## config.mk

```make
export PLATFORM = sky130hd
export DESIGN_NAME = bayer_demosaic
export DESIGN_NICKNAME = d
export VERILOG_FILES = /design/src/rtl/bayer_demosaic_pkg.sv /design/src/rtl/bdm_nbr_addr.sv /design/src/rtl/bdm_chan_acc.sv /design/src/rtl/bayer_demosaic.sv
export SDC_FILE = /design/constraint.sdc
export NUM_CORES = 1
export LEC_CHECK = 0
export ABC_AREA = 1
export BUFFER_PORTS_ARGS = -buffer_cell sky130_fd_sc_hd__buf_2
export CAP_MARGIN = 20
export CORE_MARGIN = 5
export CORE_UTILIZATION = 41
export DETAILED_ROUTE_END_ITERATION = 16
export GPL_ROUTABILITY_DRIVEN = 0
export SETUP_SLACK_MARGIN = 0.05
export SLEW_MARGIN = 0
export SYNTH_ARGS = -nofsm -noshare
export SYNTH_HDL_FRONTEND = slang
export SYNTH_HIERARCHICAL = 1
export SYNTH_SLANG_ARGS = --single-unit
```

## constraint.sdc

```tcl
create_clock -name clk -period 5.29 [get_ports clk]
set_input_delay 0.529 -clock clk [delete_from_list [all_inputs] [get_ports clk]]
set_output_delay 0.529 -clock clk [all_outputs]
set_load 0.02 [all_outputs]
```

## src/rtl/bayer_demosaic_pkg.sv

```systemverilog
package bayer_demosaic_pkg;

   localparam int NUM_CH = 3;
   localparam int CH_R   = 0;
   localparam int CH_G   = 1;
   localparam int CH_B   = 2;

   typedef enum logic [2:0] {
      ST_LOAD  = 3'd0,
      ST_SEED  = 3'd1,
      ST_CLEAR = 3'd2,
      ST_FETCH = 3'd3,
      ST_WRITE = 3'd4,
      ST_DONE  = 3'd5
   } dm_state_e;

   // site code = {row bit 0, column bit 0}
   typedef enum logic [1:0] {
      SITE_G_EVEN = 2'b00,
      SITE_RED    = 2'b01,
      SITE_BLUE   = 2'b10,
      SITE_G_ODD  = 2'b11
   } site_e;

   // one-hot channel that a site carries natively (bit index = channel)
   function automatic logic [NUM_CH-1:0] own_mask(site_e s);
      case (s)
         SITE_RED:  own_mask = 3'b001;
         SITE_BLUE: own_mask = 3'b100;
         default:   own_mask = 3'b010;
      endcase
   endfunction

   function automatic logic is_green(site_e s);
      is_green = (s == SITE_G_EVEN) || (s == SITE_G_ODD);
   endfunction

endpackage

```

## src/rtl/bdm_nbr_addr.sv

```systemverilog
module bdm_nbr_addr
   import bayer_demosaic_pkg::*;
#(
   parameter int COL_BITS = 7,
   parameter int ROW_BITS = 7,
   localparam int ADDR_W  = COL_BITS + ROW_BITS
) (
   input  logic [ADDR_W-1:0]             center,
   input  site_e                         site,
   input  logic [1:0]                    step,
   output logic [NUM_CH-1:0][ADDR_W-1:0] rd_addr,
   output logic [NUM_CH-1:0]             rd_mask
);

   logic [ROW_BITS-1:0] row, row_up, row_dn;
   logic [COL_BITS-1:0] col, col_lf, col_rt;
   logic [ADDR_W-1:0]   horiz, vert, orth, diag;

   assign row    = center[ADDR_W-1:COL_BITS];
   assign col    = center[COL_BITS-1:0];
   assign row_up = row - 1'b1;
   assign row_dn = row + 1'b1;
   assign col_lf = col - 1'b1;
   assign col_rt = col + 1'b1;

   // two-point pairs: step 0 takes the first member, step 1 the second
   assign horiz = step[0] ? {row, col_rt} : {row, col_lf};
   assign vert  = step[0] ? {row_dn, col} : {row_up, col};

   always_comb begin
      case (step)
         2'd0:    orth = {row, col_lf};
         2'd1:    orth = {row, col_rt};
         2'd2:    orth = {row_up, col};
         default: orth = {row_dn, col};
      endcase
      case (step)
         2'd0:    diag = {row_up, col_lf};
         2'd1:    diag = {row_up, col_rt};
         2'd2:    diag = {row_dn, col_lf};
         default: diag = {row_dn, col_rt};
      endcase
   end

   always_comb begin
      rd_addr = '{default: center};
      rd_mask = '0;
      case (site)
         SITE_G_EVEN: begin
            rd_addr[CH_R] = horiz;  rd_addr[CH_B] = vert;
            rd_mask[CH_R] = 1'b1;   rd_mask[CH_B] = 1'b1;
         end
         SITE_G_ODD: begin
            rd_addr[CH_B] = horiz;  rd_addr[CH_R] = vert;
            rd_mask[CH_R] = 1'b1;   rd_mask[CH_B] = 1'b1;
         end
         SITE_RED: begin
            rd_addr[CH_G] = orth;   rd_addr[CH_B] = diag;
            rd_mask[CH_G] = 1'b1;   rd_mask[CH_B] = 1'b1;
         end
         default: begin
            rd_addr[CH_G] = orth;   rd_addr[CH_R] = diag;
            rd_mask[CH_G] = 1'b1;   rd_mask[CH_R] = 1'b1;
         end
      endcase
   end

endmodule

```

## src/rtl/bdm_chan_acc.sv

```systemverilog
module bdm_chan_acc #(
   parameter int PIX_W   = 8,
   localparam int ACC_W  = PIX_W + 2
) (
   input  logic             clk,
   input  logic             rst,
   input  logic             clr,
   input  logic             en,
   input  logic [PIX_W-1:0] din,
   input  logic             shift2,
   output logic [PIX_W-1:0] avg
);

   localparam logic [ACC_W-1:0] ACC_MAX = ACC_W'(4 * ((1 << PIX_W) - 1));

   logic [ACC_W-1:0] acc;

   always_ff @(posedge clk or posedge rst) begin
      if (rst)      acc <= '0;
      else if (clr) acc <= '0;
      else if (en)  acc <= acc + ACC_W'(din);
   end

   assign avg = shift2 ? acc[PIX_W+1:2] : acc[PIX_W:1];

   assert_acc_cleared_R11: assert property (@(posedge clk) disable iff (rst)
      clr |=> (acc == '0));

   assert_acc_in_range_R6: assert property (@(posedge clk) disable iff (rst)
      acc <= ACC_MAX);

endmodule

```

## src/rtl/bayer_demosaic.sv

```systemverilog
module bayer_demosaic
   import bayer_demosaic_pkg::*;
#(
   parameter int PIX_W    = 8,
   parameter int COL_BITS = 7,
   parameter int ROW_BITS = 7,
   localparam int ADDR_W  = COL_BITS + ROW_BITS
) (
   input  logic              clk,
   input  logic              rst,
   input  logic              in_en,
   input  logic [PIX_W-1:0]  data_in,
   output logic [ADDR_W-1:0] addr_r_o,
   output logic              wr_r_o,
   output logic [PIX_W-1:0]  wdata_r_o,
   input  logic [PIX_W-1:0]  rdata_r_i,
   output logic [ADDR_W-1:0] addr_g_o,
   output logic              wr_g_o,
   output logic [PIX_W-1:0]  wdata_g_o,
   input  logic [PIX_W-1:0]  rdata_g_i,
   output logic [ADDR_W-1:0] addr_b_o,
   output logic              wr_b_o,
   output logic [PIX_W-1:0]  wdata_b_o,
   input  logic [PIX_W-1:0]  rdata_b_i,
   output logic              done
);

   localparam int IMG_W = 1 << COL_BITS;
   localparam int IMG_H = 1 << ROW_BITS;
   localparam logic [ADDR_W-1:0]   LAST_ADDR = '1;
   localparam logic [ADDR_W-1:0]   FIRST_INT = ADDR_W'(IMG_W + 1);
   localparam logic [ADDR_W-1:0]   LAST_INT  = ADDR_W'((IMG_H - 2) * IMG_W + IMG_W - 2);
   localparam logic [COL_BITS-1:0] LAST_COL  = COL_BITS'(IMG_W - 2);
   localparam logic [ROW_BITS-1:0] LAST_ROW  = ROW_BITS'(IMG_H - 2);

   generate
      if (COL_BITS < 2 || ROW_BITS < 2) begin : g_bad_geom
         $error("bayer_demosaic: image must be at least 4 by 4");
      end
      if (PIX_W < 1) begin : g_bad_pix
         $error("bayer_demosaic: PIX_W must be positive");
      end
   endgenerate

   dm_state_e         state;
   logic [ADDR_W-1:0] center;
   logic [2:0]        step_cnt;
   logic              last_px;
   logic              done_q;

   logic [NUM_CH-1:0]             wr_q;
   logic [NUM_CH-1:0][ADDR_W-1:0] addr_q;
   logic [NUM_CH-1:0][PIX_W-1:0]  wdata_q;
   logic [NUM_CH-1:0][PIX_W-1:0]  rdata_arr;
   logic [NUM_CH-1:0][PIX_W-1:0]  avg_arr;
   logic [NUM_CH-1:0][ADDR_W-1:0] nbr_addr;
   logic [NUM_CH-1:0]             nbr_mask;

   site_e         site;
   logic [2:0]    nbr_total;
   logic          acc_clr;
   logic          acc_step;
   logic [COL_BITS-1:0] col;
   logic [ROW_BITS-1:0] row;

   assign site      = site_e'({center[COL_BITS], center[0]});
   assign nbr_total = is_green(site) ? 3'd2 : 3'd4;
   assign col       = center[COL_BITS-1:0];
   assign row       = center[ADDR_W-1:COL_BITS];

   assign rdata_arr[CH_R] = rdata_r_i;
   assign rdata_arr[CH_G] = rdata_g_i;
   assign rdata_arr[CH_B] = rdata_b_i;

   bdm_nbr_addr #(
      .COL_BITS (COL_BITS),
      .ROW_BITS (ROW_BITS)
   ) nbr_i (
      .center  (center),
      .site    (site),
      .step    (step_cnt[1:0]),
      .rd_addr (nbr_addr),
      .rd_mask (nbr_mask)
   );

   // a fetch cycle after the first one consumes the data addressed one cycle earlier
   assign acc_clr  = (state == ST_CLEAR);
   assign acc_step = (state == ST_FETCH) && (step_cnt != 3'd0);

   generate
      for (genvar ch = 0; ch < NUM_CH; ch++) begin : g_acc
         bdm_chan_acc #(
            .PIX_W (PIX_W)
         ) acc_i (
            .clk    (clk),
            .rst    (rst),
            .clr    (acc_clr),
            .en     (acc_step && nbr_mask[ch]),
            .din    (rdata_arr[ch]),
            .shift2 (!is_green(site)),
            .avg    (avg_arr[ch])
         );
      end
   endgenerate

   always_ff @(posedge clk or posedge rst) begin
      if (rst) begin
         state    <= ST_LOAD;
         center   <= '0;
         step_cnt <= '0;
         last_px  <= 1'b0;
         done_q   <= 1'b0;
         wr_q     <= '0;
         addr_q   <= '0;
         wdata_q  <= '0;
      end else begin
         case (state)
            ST_LOAD: begin
               wr_q <= '0;
               if (in_en) begin
                  center  <= center + 1'b1;
                  addr_q  <= '{default: center};
                  wdata_q <= '{default: data_in};
                  wr_q    <= own_mask(site);
                  if (center == LAST_ADDR) state <= ST_SEED;
               end
            end
            ST_SEED: begin
               wr_q   <= '0;
               center <= FIRST_INT;
               state  <= ST_CLEAR;
            end
            ST_CLEAR: begin
               wr_q     <= '0;
               step_cnt <= '0;
               if (last_px) begin
                  state  <= ST_DONE;
                  done_q <= 1'b1;
               end else begin
                  state <= ST_FETCH;
               end
            end
            ST_FETCH: begin
               step_cnt <= step_cnt + 1'b1;
               if (step_cnt < nbr_total) begin
                  for (int ch = 0; ch < NUM_CH; ch++) begin
                     if (nbr_mask[ch]) addr_q[ch] <= nbr_addr[ch];
                  end
               end else begin
                  state <= ST_WRITE;
               end
            end
            ST_WRITE: begin
               addr_q  <= '{default: center};
               wdata_q <= avg_arr;
               wr_q    <= ~own_mask(site);
               last_px <= (center == LAST_INT);
               center  <= (col == LAST_COL) ? center + ADDR_W'(3) : center + 1'b1;
               state   <= ST_CLEAR;
            end
            default: begin
               wr_q <= '0;
            end
         endcase
      end
   end

   assign addr_r_o  = addr_q[CH_R];
   assign addr_g_o  = addr_q[CH_G];
   assign addr_b_o  = addr_q[CH_B];
   assign wr_r_o    = wr_q[CH_R];
   assign wr_g_o    = wr_q[CH_G];
   assign wr_b_o    = wr_q[CH_B];
   assign wdata_r_o = wdata_q[CH_R];
   assign wdata_g_o = wdata_q[CH_G];
   assign wdata_b_o = wdata_q[CH_B];
   assign done      = done_q;

   assert_load_single_wr_R2: assert property (@(posedge clk) disable iff (rst)
      (state == ST_LOAD) |=> $onehot0({wr_r_o, wr_g_o, wr_b_o}));

   assert_wb_two_channels_R8: assert property (@(posedge clk) disable iff (rst)
      (state == ST_WRITE) |=> ($countones({wr_r_o, wr_g_o, wr_b_o}) == 2));

   assert_wb_at_center_R8: assert property (@(posedge clk) disable iff (rst)
      (state == ST_WRITE) |=> (addr_g_o == $past(center) && addr_r_o == $past(center)));

   assert_fetch_interior_R9: assert property (@(posedge clk) disable iff (rst)
      (state == ST_FETCH) |-> (col != '0 && col <= LAST_COL && row != '0 && row <= LAST_ROW));

   assert_fetch_count_R6: assert property (@(posedge clk) disable iff (rst)
      (state == ST_FETCH) |-> (step_cnt <= 3'd4));

   assert_done_held_R10: assert property (@(posedge clk) disable iff (rst)
      done |=> done);

   assert_quiet_after_done_R10: assert property (@(posedge clk) disable iff (rst)
      (state == ST_DONE) |-> ({wr_r_o, wr_g_o, wr_b_o} == 3'b000));

endmodule

```

==> impl_metrics.env, run 1 <==
export IMPL_dr_pass1_iters=5
export IMPL_cpPeakStageDelay_ps=720
export IMPL_synth_area_um2=8970
export IMPL_yosysWarnings=6
export IMPL_start_util=0.414
export IMPL_crit_type="reg2reg"
export IMPL_yosysTopAreaCellShare=0.338
export IMPL_antenna_found_initial=0
export IMPL_worstSetupStartpointType="register"
export IMPL_viasPerCell=5.05
export IMPL_yosys_most_used_dff="dfrtp_1"
export IMPL_syn_avg_cell_area_um2=6.89
export IMPL_drive_above_1_share=0.143
export IMPL_netSwitchingFraction=0.269
export IMPL_path_clk_slew_ps=60
export IMPL_outcome="completed"
export IMPL_yosysMostFrequentCell="nand2_1"
export IMPL_min_period_over_period=0.514
export IMPL_synth_commonest_cells="nand2_1 (467), inv_1 (160), dfrtp_1 (121), nand3_1 (114), nor2_1 (66)"
export IMPL_hp_class="in2async"
export IMPL_hpwl_um=18200
export IMPL_port_buffers=104
export IMPL_grt_max_degree=49
export IMPL_critical_path_slowest_cell="dfrtp_1"
export IMPL_combPwrFrac=0.110
export IMPL_fmax_mhz=368
export IMPL_synth_async_reset_ratio=1.00
export IMPL_insertion_delay_ps=420
export IMPL_syn_inst=1302
export IMPL_post_cts_setup_buffer_count=0
export IMPL_cts_resized=0
export IMPL_relSlewSlack=0.345
export IMPL_postRouteAntennaNets=0
export IMPL_path_cells="inv_1, ha_1, inv_1, inv_1, nor2_1, nor2_1, nor2_1, inv_1, o22ai_1"
export IMPL_yosys_area_top_type="dfrtp_1"
export IMPL_syn_nets=1381
export IMPL_tightest_slew_ps=979
export IMPL_die_area_um2=24900
export IMPL_cts_max_level=4
export IMPL_clock_root_buffer="clkbuf_16"
export IMPL_end_kind="register"
export IMPL_cap_violations=0
export IMPL_crit_family="flip-flops"
export IMPL_cts_sinks=121
export IMPL_crit_required_ps=5620
export IMPL_die_y_um=158
export IMPL_leakagePower_nw=5.36
export IMPL_design_core_area_um2=21700
export IMPL_drc=0
export IMPL_p_switching_mw=0.629
export IMPL_yosysSeqAreaShare=0.338
export IMPL_synthTopCellsByArea="dfrtp_1 (34%), nand2_1 (20%), inv_1 (6.7%), nand3_1 (6.4%), ha_1 (5.7%)"
export IMPL_setup_viol=0
export IMPL_grt_pass1_vias=8078
export IMPL_drt_initial_drc_count=435
export IMPL_grt_usage=0.197
export IMPL_fillCellCount=2205
export IMPL_tns_ps=0
export IMPL_synth_cell_types=52
export IMPL_cp_max_fo=18
export IMPL_antenna_cells=0
export IMPL_synth_edf_count=0
export IMPL_wl_um=23900
export IMPL_power_density_nw_per_um2=229
export IMPL_worst_path_buf_inv=4
export IMPL_hold_viol=0
export IMPL_crit_top_cell="inv_1"
export IMPL_cts_buffers_inserted=17
export IMPL_clock_path_buffers=2
export IMPL_finalInstanceArea_um2=10200
export IMPL_syn2layout_area_growth_pct=14.1
export IMPL_grt_pass1_wl_um=40000
export IMPL_cts_hold_fix_buffers=0
export IMPL_ys_seq_elements=121
export IMPL_dpl_cell_area_um2=9670
export IMPL_rsz0062_at_grt="false"
export IMPL_die_w_um=158
export IMPL_fin_worst_skew_ps=11.5
export IMPL_pin_count=105
export IMPL_cts_tree="yes"
export IMPL_fin_crit_ps=2720
export IMPL_clockPowerShare=0.485
export IMPL_vias=8522
export IMPL_total_power_mw=2.34
export IMPL_p_int_mw=1.71
export IMPL_cp_arrival_ps=3050
export IMPL_pwr_share_seq=0.405
export IMPL_drv_slew=0
export IMPL_fin_nets=1475
export IMPL_ir_drop_uv=201
export IMPL_row_count=54
export IMPL_overflow=0
export IMPL_routedWlPerCell_um=14.2
-- worst register-to-register path, cell delays in order (launching register included) --
cell,delay (ps)
dfrtp_1,720
inv_1,160
ha_1,320
inv_1,320
inv_1,90
nor2_1,190
nor2_1,140
nor2_1,400
inv_1,140
o22ai_1,150
-- power by group through the flow --
stage	registers (mW)	logic [mW]	clock network, mW
after floorplan	0.955	0.200	0
after global placement	0.965	0.252	0
after detailed placement	0.965	0.258	0
after CTS	0.949	0.259	1.16
after global routing	0.950	0.298	1.19
final	0.949	0.258	1.13
-- registers in the layout, indices dropped and copies added (netlist names) --
register,cells
g_acc.acc_i/acc,30
addr_b_o,14
addr_g_o,14
addr_r_o,14
center,14
wdata_b_o,8
wdata_g_o,8
wdata_r_o,8
state,3
step_cnt,3
wr_q,3
done,1
last_px,1
-- path summary, 6_finish.rpt --
kind / start / to / slack (ps) / cells past startpoint
setup / recovery: center[7]$_DFFE_PP0P_ / g_acc[0].acc_i/acc[1]$_DFFE_PP0P_ / 2570 / 9
hold / removal: rst / g_acc[1].acc_i/acc[8]$_DFFE_PP0P_ / 150 / 2
setup reg to reg: center[7]$_DFFE_PP0P_ / g_acc[0].acc_i/acc[1]$_DFFE_PP0P_ / 2570 / 9
hold reg to reg: done$_DFFE_PP0P_ / done$_DFFE_PP0P_ / 470 / 1
max in group asynchronous: rst / addr_b_o[8]$_DFFE_PP0P_ / 4030 / 3
min in group clk: data_in[6] / wdata_r_o[6]$_DFFE_PP0P_ / 440 / 3
-- final cells by class --
cell class	instances	area, um^2	area share
Clock inverter	12	126	0.0123
Tap cell	280	350	0.0342
Clock buffer	20	437	0.0427
Timing Repair Buffer	107	563	0.0550
Multi-Input combinational cell	975	5070	0.495
Inverter	174	661	0.0646
Sequential cell	121	3030	0.296
-- stage by stage --
stage | util | setup WS, ps | hold WS, ps | std cells
after floorplan | - | 2400 | 369 | 1302
after global placement | 0.445 | 2590 | 440 | 1656
after detailed placement | 0.446 | 2630 | 470 | 1657
after CTS | 0.472 | 2600 | 149 | 1689
after global routing | 0.472 | 2290 | 174 | 1689
final | 0.472 | 2570 | 149 | 1689
-- metal layers --
| metal | part of all wire | GRT usage | vias to the layer above |
|---|---|---|---|
| met2 | 0.46 | 0.315 | 229 |
| met5 | 0 | 0 | - |
| met3 | 0.055 | 0.0350 | 24 |
| li1 | - | - | 4377 |
| met1 | 0.48 | 0.273 | 3892 |
| met4 | 0.012 | 0.0574 | 0 |
-- layout by cell type, fill, tap and decap left out, types with 19 or more instances in the layout --
cell	n
nand2_1	467
inv_1	159
ha_1	41
a21oi_1	33
o21ai_0	49
dfrtp_1	121
nand3_1	114
o21ai_1	58
o22ai_1	19
nor2_1	66
buf_2	104
-- logic make-up after synthesis --
| family | synth area share |
|---|---|
| compound gates | 0.134 |
| simple gates | 0.338 |
| fa+ha+maj | 0.0639 |
| xor+xnor | 0.0262 |
| flops | 0.338 |
| buf+inv | 0.0972 |
| mux | 0.00377 |
Note: power is estimated with default switching activity, not from simulation.
==> inputs of run 2 (changes only) <==
Clock period 5.29 ns to 2.37 ns, I/O delays scaled along.
==> run 2 against run 1 <==
Clock skew down 4.0 ps. Die area stayed put. Register-to-register slack worse by 2300 ps. Via count increased by 0.97%. Core utilization is 1.2 points higher. Sequential power increased by 120%. Flip-flop and latch count stayed put. Critical path type unchanged.
==> impl_metrics.env, run 2 (synthesis results as in run 1) <==
export IMPL_cp_max_fo=11
export IMPL_overflow=0
export IMPL_grt_pass1_wl_um=40800
export IMPL_hp_class="in2reg"
export IMPL_cts_buffers_inserted=17
export IMPL_relSlewSlack=0.491
export IMPL_cp_arrival_ps=2370
export IMPL_routedWlPerCell_um=14.2
export IMPL_drc=0
export IMPL_pin_count=105
export IMPL_clock_path_buffers=2
export IMPL_drv_slew=0
export IMPL_setup_viol=0
export IMPL_outcome="completed"
export IMPL_final_cell_mix="nand2_1 (467), inv_1 (159), dfrtp_1 (121)"
export IMPL_tightest_slew_ps=760
export IMPL_hold_viol=0
export IMPL_crit_type="reg2reg"
export IMPL_cts_max_level=4
export IMPL_end_kind="register"
export IMPL_die_area_um2=24900
export IMPL_row_count=54
export IMPL_antenna_found_initial=1
export IMPL_insertion_delay_ps=410
export IMPL_dr_pass1_iters=8
export IMPL_fin_worst_skew_ps=7.52
export IMPL_die_w_um=158
export IMPL_fin_crit_ps=2080
export IMPL_dp_cells=1680
export IMPL_place_ws_ps=91.0
export IMPL_cts_tree="yes"
export IMPL_fin_nets=1499
export IMPL_largest_reg_flops=30
export IMPL_cap_violations=0
export IMPL_die_y_um=158
export IMPL_layout_commonest_cell="nand2_1"
export IMPL_top_register="g_acc.acc_i/acc"
export IMPL_power_density_nw_per_um2=526
export IMPL_total_power_mw=5.51
export IMPL_port_buffers=104
export IMPL_wl_um=24400
export IMPL_fmax_mhz=482
export IMPL_drive_above_1_share=0.159
export IMPL_min_period_over_period=0.876
export IMPL_leakagePower_nw=5.51
export IMPL_drt_initial_drc_count=435
export IMPL_grt_usage=0.200
export IMPL_antenna_cells=0
export IMPL_path_clk_slew_ps=60
export IMPL_cts_sinks=121
export IMPL_clock_root_buffer="clkbuf_16"
export IMPL_start_util=0.414
export IMPL_finalInstanceArea_um2=10500
export IMPL_final_cells=1713
export IMPL_rsz0062_at_grt="false"
export IMPL_vias=8605
export IMPL_grt_pass1_vias=8281
export IMPL_syn2layout_area_growth_pct=16.9
export IMPL_crit_required_ps=2660
export IMPL_tns_ps=0
export IMPL_ir_drop_uv=454
export IMPL_worstSetupStartpointType="register"
export IMPL_design_core_area_um2=21700
export IMPL_viasPerCell=5.02
export IMPL_dpl_cell_area_um2=9840
export IMPL_postRouteAntennaNets=0
export IMPL_hpwl_um=18600
export IMPL_grt_max_degree=54
export IMPL_finalWorstSetupSlack_ps=294
==> run 2: changes by cell type in the layout (fill, tap and decap cells not counted), sizes merged <==
| cell | change |
|---|---|
| clkinvlp | -2 |
| dlygate4sd3 | +1 |
| clkbuf | +2 |
| inv | -1 |
| buf | +23 |
| bufinv | +2 |
| clkinv | -1 |
==> run 2: per-layer routing <==
metal  vias up  wire [um]  GRT usage
met5         -         11          0
met4         2        325     0.0459
met3        21       1330     0.0405
met2       207      11400      0.338
met1      3939      11300      0.266
li1       4436          -          -
==> run 2: path summary, 6_finish.rpt <==
| check | start | end | slack (ps) | cells after the start |
|---|---|---|---|---|
| max reg2reg | center[1]$_DFFE_PP0P_ | state[0]$_DFFE_PP0P_ | 290 | 8 |
| max | center[1]$_DFFE_PP0P_ | state[0]$_DFFE_PP0P_ | 290 | 8 |
| min | in_en | wr_q[1]$_DFFE_PP0P_ | 130 | 3 |
| min in group asynchronous | rst | g_acc[1].acc_i/acc[0]$_DFFE_PP0P_ | 430 | 3 |
| min reg2reg | done$_DFFE_PP0P_ | done$_DFFE_PP0P_ | 450 | 1 |
| max in group asynchronous | rst | wdata_g_o[1]$_DFFE_PP0P_ | 1300 | 4 |
==> run 2: through the flow <==
step                      hold WS (ps)  utilization
final                              128        0.483
after global placement             293        0.454
after floorplan                   77.2            -
after detailed placement           297        0.454
after global routing               139        0.483
after CTS                          122        0.483
==> run 2: repair_timing <==
action | CTS | global route
endpoints found under the setup margin | 0 | 10
hold buffers | 1 | 0
setup buffers | 0 | 0
resized for setup | 0 | 3
hold endpoints to repair | 45 | 0
==> run 2: critical path: stages, from the launching register on <==
cell and delay (ps):
dfrtp_1 580, ha_1 360, inv_1 70, nor2_1 260, nand2_1 140, o21ai_1 190, nand4_1 180, nand2_1 100
o21ai_1 70
==> run 2: cell type report <==
cell class                 instances  area, um^2
multi-input combinational        975        5080
timing repair buffer             131         738
fill                            2188       11200
sequential                       121        3030
tap                              280         350
clock buffer                      22         464
inverter                         174         662
clock inverter                    10         166
==> run 2: report_power, final <==
part           switching, mW  internal (mW)
clock                  0.975           1.82
sequential            0.0258           2.08
combinational          0.392          0.223
total                   1.39           4.12
==> inputs of run 3 (changes only) <==
Settings changed: CORE_UTILIZATION 41 to 40.
==> run 3 against run 2 <==
Global-route usage down 1.0 points. Sequential power hardly changed. Routed wire length fell by 1.5%. Sequential share of layout area grew 0.15 points. Clock power decreased by 8.9%. Count of clock-buffer cells in the layout fell by 4. Critical path depth up 4. Flip-flop and latch count unchanged. Core utilization down 0.80 points. Critical path type unchanged. Largest cell class unchanged. Highest routed layer is now met4.
==> impl_metrics.env, run 3 (synthesis results as in run 1) <==
export IMPL_outcome="completed"
export IMPL_insertion_delay_ps=420
export IMPL_rsz0062_at_grt="false"
export IMPL_crit_required_ps=2720
export IMPL_drive_above_1_share=0.163
export IMPL_vias=8588
export IMPL_fin_nets=1501
export IMPL_dr_pass1_iters=7
export IMPL_die_area_um2=25500
export IMPL_leakagePower_nw=5.49
export IMPL_pwr_share_seq=0.399
export IMPL_largest_reg_flops=30
export IMPL_wl_um=24000
export IMPL_grt_usage=0.190
export IMPL_path_clk_slew_ps=60
export IMPL_layout_commonest_cell="nand2_1"
export IMPL_hpwl_um=18300
export IMPL_viasPerCell=5.01
export IMPL_cts_tree="yes"
export IMPL_worstSetupStartpointType="register"
export IMPL_dpl_cell_area_um2=9850
export IMPL_antenna_cells=0
export IMPL_clock_root_buffer="clkbuf_16"
export IMPL_relSlewSlack=0.499
export IMPL_die_y_um=160
export IMPL_tns_ps=0
export IMPL_overflow=0
export IMPL_grt_pass1_wl_um=40600
export IMPL_clock_path_buffers=2
export IMPL_crit_type="reg2reg"
export IMPL_pin_count=105
export IMPL_postRouteAntennaNets=0
export IMPL_hp_class="in2reg"
export IMPL_start_util=0.408
export IMPL_design_core_area_um2=22000
export IMPL_row_count=54
export IMPL_syn2layout_area_growth_pct=16.4
export IMPL_ir_drop_uv=423
export IMPL_fillCellCount=2240
export IMPL_drv_slew=0
export IMPL_cp_arrival_ps=2460
export IMPL_grt_pass1_vias=8158
export IMPL_fin_worst_skew_ps=7.94
export IMPL_min_period_over_period=0.889
export IMPL_setup_viol=0
export IMPL_cap_violations=0
export IMPL_drc=0
export IMPL_top_register="g_acc.acc_i/acc"
export IMPL_power_density_nw_per_um2=504
export IMPL_cts_max_level=4
export IMPL_die_w_um=160
export IMPL_p_switching_mw=1.50
export IMPL_antenna_found_initial=0
export IMPL_cts_sinks=121
export IMPL_drt_initial_drc_count=542
export IMPL_final_cell_mix="nand2_1 (467), inv_1 (159), dfrtp_1 (119)"
export IMPL_grt_max_degree=53
export IMPL_routedWlPerCell_um=14.0
export IMPL_fin_crit_ps=2110
export IMPL_fmax_mhz=474
export IMPL_cts_buffers_inserted=17
export IMPL_tightest_slew_ps=748
export IMPL_cp_max_fo=10
export IMPL_combPwrFrac=0.116
export IMPL_clockPowerShare=0.484
export IMPL_netSwitchingFraction=0.284
export IMPL_ff2ff_setup_slack_ps=260
export IMPL_hold_viol=0
export IMPL_end_kind="register"
export IMPL_p_int_mw=3.77
export IMPL_port_buffers=104
export IMPL_finalInstanceArea_um2=10400
==> run 3: changes by cell type in the layout (fill, tap and decap cells not counted), sizes merged <==
| cell | previous run | this run |
|---|---|---|
| inv | 173 | 178 |
| clkbuf | 22 | 18 |
| buf | 130 | 132 |
| clkinv | 4 | 6 |
| bufinv | 4 | 1 |
==> run 3: what timing repair did <==
item                       4_1_cts  5_1_grt
setup endpoints to repair        0       16
hold buffers                     1        0
hold endpoints to repair        53        0
gates resized for setup          0        6
buffers inserted                 0        0
==> run 3: power by group through the flow <==
stage	Combinational, mW	Clock, mW	Sequential (mW)
2_1_floorplan	0.446	0	2.13
3_3_place_gp	0.609	0	2.14
3_5_place_dp	0.611	0	2.14
4_1_cts	0.615	2.60	2.10
5_1_grt	0.710	2.71	2.10
6_report	0.613	2.55	2.10
==> run 3: worst max-delay path, cell delays in order (launching register included) <==
cell     delay [ps]
dfrtp_2         470
buf_4           200
inv_2           150
ha_2            260
xor2_1          200
o21ai_1         130
o22ai_1         200
nand2_1          80
nand2_1          60
nand2_1          50
nand2_1          80
inv_1            40
o21ai_1         110
==> run 3: metrics by stage <==
| stage | setup WS, ps | hold WS [ps] | cells | util | power (mW) |
|---|---|---|---|---|---|
| 2_1_floorplan | 257 | 77.2 | 1302 | - | 2.58 |
| 3_3_place_gp | 144 | 317 | 1682 | 0.449 | 2.75 |
| 3_5_place_dp | 144 | 315 | 1682 | 0.449 | 2.75 |
| 4_1_cts | 127 | 112 | 1715 | 0.475 | 5.31 |
| 5_1_grt | 85.9 | 131 | 1715 | 0.475 | 5.52 |
| 6_report | 262 | 122 | 1715 | 0.475 | 5.26 |
==> run 3: cell type report <==
cell class	instances	area, um^2	area share
Clock buffer	18	429	0.0411
Clock inverter	14	139	0.0133
Inverter	174	662	0.0634
Multi-Input combinational cell	975	5080	0.486
Sequential cell	121	3030	0.290
Tap cell	280	350	0.0336
Timing Repair Buffer	133	753	0.0721
==> run 3: final timing paths <==
check / from / endpoint / cells past startpoint
max in group asynchronous: rst / addr_g_o[12]$_DFFE_PP0P_ / 4
min in group asynchronous: rst / g_acc[0].acc_i/acc[4]$_DFFE_PP0P_ / 3
max reg2reg: center[7]$_DFFE_PP0P_ / addr_b_o[9]$_DFFE_PP0P_ / 12
min: in_en / wr_q[2]$_DFFE_PP0P_ / 3
min reg2reg: done$_DFFE_PP0P_ / done$_DFFE_PP0P_ / 1
max: center[7]$_DFFE_PP0P_ / addr_b_o[9]$_DFFE_PP0P_ / 12
==> run 3: metal layers <==
metal  vias up  GRT usage  wire, um
met5         -          0         0
met4         0     0.0462       337
met3        32     0.0418      1530
met2       230      0.311     10800
met1      3886      0.256     11300
li1       4440          -         -
